### src/rtl/irq_chain_arbiter.sv
module irq_chain_arbiter #(
  parameter int N_STAGES  = 4,
  parameter int CODE_W    = 8,
  parameter int BASE_CODE = 32
) (
  input  logic                clk,
  input  logic                rst_n,
  input  logic [N_STAGES-1:0] dev_req,
  input  logic                cpu_ack,
  output logic                cpu_irq,
  output logic                code_valid,
  output logic [CODE_W-1:0]   code_out,
  output logic                spurious
);

  logic [N_STAGES-1:0] pend;
  logic [N_STAGES-1:0] grant;
  logic [N_STAGES:0]   ack_chain;
  logic [CODE_W-1:0]   stage_code [N_STAGES];
  logic [CODE_W-1:0]   code_bus;

  assign ack_chain[0] = cpu_ack;

  for (genvar g = 0; g < N_STAGES; g++) begin : g_stage
    assign grant[g]       = ack_chain[g] & pend[g];
    assign ack_chain[g+1] = ack_chain[g] & ~pend[g];
    assign stage_code[g]  = grant[g] ? CODE_W'(BASE_CODE + g) : '0;
  end

  always_comb begin
    code_bus = '0;
    for (int i = 0; i < N_STAGES; i++) code_bus = code_bus | stage_code[i];
  end

  assign cpu_irq = |pend;

  always_ff @(posedge clk) begin
    if (!rst_n) begin
      pend       <= '0;
      code_valid <= 1'b0;
      code_out   <= '0;
      spurious   <= 1'b0;
    end else begin
      pend       <= (pend & ~grant) | dev_req;
      code_valid <= |grant;
      code_out   <= code_bus;
      spurious   <= ack_chain[N_STAGES];
    end
  end

endmodule


### config.mk
export PLATFORM = sky130hd
export DESIGN_NAME = irq_chain_arbiter
export DESIGN_NICKNAME = d
export VERILOG_FILES = /design/src/rtl/irq_chain_arbiter.sv
export SDC_FILE = /design/constraint.sdc
export NUM_CORES = 1
export LEC_CHECK = 0
export BUFFER_PORTS_ARGS = -buffer_cell sky130_fd_sc_hd__buf_2
export CAP_MARGIN = 20
export CORE_AREA = 10 10 47 49
export CTS_CLUSTER_DIAMETER = 100
export DETAILED_ROUTE_END_ITERATION = 7
export DIE_AREA = 0 0 57 59
export PLACE_DENSITY = 0.58
export SETUP_SLACK_MARGIN = 0.5
export SYNTH_ARGS = -nofsm -noshare
export SYNTH_HDL_FRONTEND = slang
export SYNTH_SLANG_ARGS = --single-unit
### constraint.sdc
create_clock -name clk -period 0.8 [get_ports clk]
set_input_delay 0.16 -clock clk [delete_from_list [all_inputs] [get_ports clk]]
set_output_delay 0.16 -clock clk [all_outputs]
set_load 0.005 [all_outputs]
[Yosys cells after proc, flatten, opt, wreduce, memory -nomap -nowiden]
Index checks and enable logic that the tools add are counted.
Storage, ports and cells
  output and inout bits: 11
  input bits: 7
  register bits after elaboration: 14
Cells by class
  multiplexer cells: 4
  reductions and logical operators: 2
  bitwise gates (word level): 18
Operators by type and width (number)
  6-bit two-way mux: 4
  6-bit bitwise OR: 3
  1-bit AND: 8
  4-bit OR reduction: 2
  4-bit AND: 1
  1-bit NOT: 4
  4-bit NOT: 1
  4-bit bitwise OR: 1

[Longest topological paths before layout]
  depth in word-level cells: 8
  gate-level depth with buffers: 3
  depth with buffers taken out: 3

[Worst setup path after synthesis]
OpenSTA, ideal clock, no wires.
  kind: register to register
  start point: reg pend[2]
  end point: reg code_valid
  stages on the path, launching flop included: 4
  period minus slack after synthesis: 0.852 ns
  buffers on the path: 0
  setup slack: -0.052 ns
  data arrival time: 0.736 ns
  required time: 0.684 ns
  cell sequence: dfxtp_1 > nor2_1 > nand2_1 > and3_2
On the way
  word-level cells in the longest chain between the ends: 4
Ends and longest elaborated chain
  start, declared: line 16  | logic [N_STAGES-1:0] pend;
  start signal, assigned: line 44  | pend <= (pend & ~grant) | dev_req;
  1-bit NOT: line 26  | assign ack_chain[g+1] = ack_chain[g] & ~pend[g];
  1-bit AND: line 26
  1-bit AND: line 25  | assign grant[g] = ack_chain[g] & pend[g];
  4-bit OR reduction (*): line 45  | code_valid <= |grant;
  end signal, assigned: line 45
  end, declared: line 11  | output logic code_valid,
Mark *: on every way between the ends. The rest lies on a longest branch, timed or not.
A chain may end at the register's enable or synchronous reset.

[Final worst setup path]
  start point: reg pend[1]
  end point: reg pend[2]
On the way
  word-level cells in the longest chain between the ends: 6
Ends and longest elaborated chain (line)
  1-bit NOT: 26
  1-bit AND: 26
  1-bit AND: 25
  4-bit NOT: 44
  4-bit AND: 44
  4-bit bitwise OR: 44
Every way passes these cells.

==> impl_metrics.toml <==
[status]
status = "complete, but fails checks"
violations = "setup timing"

[finish]
antenna_cells = 0
nets = 73
drive_above_1_share_pct = 75.38
fin_cells = 81
finalCoreUtilization_pct = 45.98
synthToLayoutAreaGrowth_pct = 81.34
n_fill_cell = 134

[sta]
slew_viol_final = 0
final_hold_viol_count = 0
setup_viol = 15
skew_ps = 4.552
rsz0062_at_grt = "yes"
fin_crit_ps = 1064
hold-worst-slack_ps = 112.0
period_share_pct = 133.0
max_freq_mhz = 939.5
worst_slack_ps = -264.4

[route]
drc_errors = 0
antenna_left = 0
dr.pass1.iters = 2
wirelength_um = 978
drt_iter0_markers = 1
vias_per_cell = 4.136
dr_total_vias = 335
post_drt_wl_per_cell_um = 12.07

[critical_path]
worst-path-max-fanout = 3
setup.worst_path.class = "reg2reg"
worstSetupEndpointType = "flip-flop"
crit_path_top_delay_cell = "dfxtp_4"
arrival_ps = 1210
cpPeakStageDelay_ps = 360
path_cells = "buf_4 -> nor3b_4 -> nor2_1 -> o21a_1"
required_ps = 940
critPathLaunchType = "flip-flop"

[clock_network]
cts_made_buffers = 3
cts_max_level = 1
cts_tree = "done"
cts.sinks = 9
insertion_delay_ps = 250
cts_root_buf = "clkbuf_4"
clkSlewWorstSetupHoldPaths_ps = 70
clockBufferDepth = 2

[pwr]
powerDensity_nw_per_um2 = 1699
p_total_uw = 1095
p_clk_share_pct = 32.0
swShare_pct = 25.41
p_leak_uw = 0.0002996
switchingPower_uw = 278.1
combPwrFrac_pct = 22.1
intPower_uw = 816.6
vdd_ir_drop_max_v = 0.0007189
seq_power_share_pct = 45.9

[floorplanning]
ios = 18
die_area_um2 = 3363
core_area_um2 = 1401
start_util_pct = 25.36
die_w_um = 57
rows = 14
die_h_um = 59

[yosys]
synth_cells = 37
syn_area_um2 = 355.3
synth_area_per_cell_um2 = 9.604
synth.distinct_cells = 16
synth-seq-area-share_pct = 50.70
synth_area_leader_cell = "dfxtp_1"
netlist_top_cells_area = "dfxtp_1 (51%), buf_4 (11%), nor2_1 (5.3%), nor3b_4 (5.3%), a21oi_1 (4.2%)"
yosys_register_bits = 9
synth_warnings = 0
synth_top_area_share_pct = 50.70

[flow_run]
drv_cap = 0

[global_route]
grt_pass1_vias = 347
antenna_found_initial = 0
grt_max_degree = 9
grt_overflow = 0
grt_first_pass_wirelength_mm = 1.490
grt_usage_pct = 5.515

[hold_path]
hold_class = "in2reg"

[placed_design]
place_congestion = 0.6575
dp_cells = 70
place.port_buffers = 12
## registers in the layout (all words and copies together), names as in the netlist
name / flops
code_out: 3
code_valid: 1
pend: 4
spurious: 1
## logic make-up (layout without fill, tap and decap cells)
family,count (synthesis),in the layout,share of synthesized area (%)
other cells,1,5,1.055
buf+inv,6,30,11.62
compound gates,6,6,9.855
simple gates,15,15,26.77
flops,9,9,50.70
## power groups by stage
stage / Combinational [uW] / Clock, uW / Sequential, uW
2_1_floorplan: 79.0 / 0 / 512
3_3_place_gp: 146 / 0 / 507
3_5_place_dp: 148 / 0 / 508
4_1_cts: 177 / 360 / 499
5_1_grt: 265 / 393 / 505
6_report: 242 / 350 / 502
## critical path: cells and delay by family (launching register included)
| kind | cells | cell delay [ps] |
|---|---|---|
| simple gates | 2 | 300 |
| buf+inv | 1 | 140 |
| flops | 1 | 360 |
| compound gates | 1 | 170 |
## per-stage QoR
| step | setup TNS (ps) | area, um2 | setup WS, ps |
|---|---|---|---|
| after global routing | -2225 | 644.4 | -330.8 |
| after global placement | -127.7 | 478.0 | -61.96 |
| after CTS | -995.3 | 544.3 | -275.0 |
| after detailed placement | -217.8 | 478.0 | -97.28 |
| final | -1588 | 644.4 | -264.4 |
| after floorplan | -69.79 | 390.4 | -41.21 |
## what timing repair did
item / CTS / global route
setup endpoints to repair: 15 / 15
pin swaps: 5 / 4
hold buffers: 0 / 0
resized for setup: 6 / 16
setup buffers: 3 / 4
## cell usage in the layout, fill, tap and decap left out
| cell type | synthesis | routed |
|---|---|---|
| nor2_4 | 0 | 2 |
| nand2b_4 | 0 | 1 |
| buf_4 | 5 | 10 |
| and3_1 | 1 | 1 |
| nor3_2 | 1 | 1 |
| o21ai_1 | 0 | 1 |
| buf_2 | 0 | 8 |
| clkbuf_4 | 0 | 3 |
| a21oi_2 | 0 | 2 |
| nand2_2 | 0 | 2 |
| conb_1 | 1 | 5 |
| clkbuf_1 | 0 | 1 |
| a21oi_4 | 0 | 1 |
| dfxtp_2 | 0 | 7 |
| and3_4 | 0 | 1 |
| o21a_1 | 2 | 2 |
| nor2b_1 | 2 | 2 |
| nor2_1 | 5 | 3 |
| nor3b_2 | 0 | 1 |
| nor3b_4 | 1 | 1 |
| dfxtp_4 | 0 | 2 |
| buf_6 | 0 | 7 |
| inv_1 | 1 | 1 |
## worst paths after layout
kind                      startpoint             endpoint  slack [ps]  cells past startpoint
setup / recovery  pend[1]$_SDFF_PN0_   pend[2]$_SDFF_PN0_        -260                      4
hold / removal            dev_req[0]   pend[0]$_SDFF_PN0_         110                      2
setup reg to reg  pend[1]$_SDFF_PN0_   pend[2]$_SDFF_PN0_        -260                      4
hold reg to reg   pend[2]$_SDFF_PN0_  spurious$_SDFF_PN0_         560                      2
## layout make-up
type	instances	area, um2	share of cell area [%]
Clock buffer	4	26.28	4.078
Inverter	1	3.754	0.5825
Multi-Input combinational cell	26	203.9	31.65
Sequential cell	9	196.4	30.49
Tap cell	16	20.02	3.107
Timing Repair Buffer	25	193.9	30.10
## cell usage after synthesis
cell type	count
nand2_1	2
dfxtp_1	9
nor3b_4	1
inv_1	1
nor2_1	5
conb_1	1
nor3b_1	1
buf_4	5
a21oi_1	3
nand2b_1	1
and3_2	1
nor2b_1	2
o21ai_0	1
nor3_2	1
o21a_1	2
and3_1	1
## layer usage
metal | track usage (%) | part of all wire, % | vias up
li1 | - | - | 167
met1 | 5.295 | 40 | 153
met2 | 9.147 | 50 | 13
met3 | 3.219 | 10 | 2
met4 | 3.020 | 0.41 | 0
met5 | 0 | 0 | -
No activity file was read; power rests on OpenSTA's default activity.
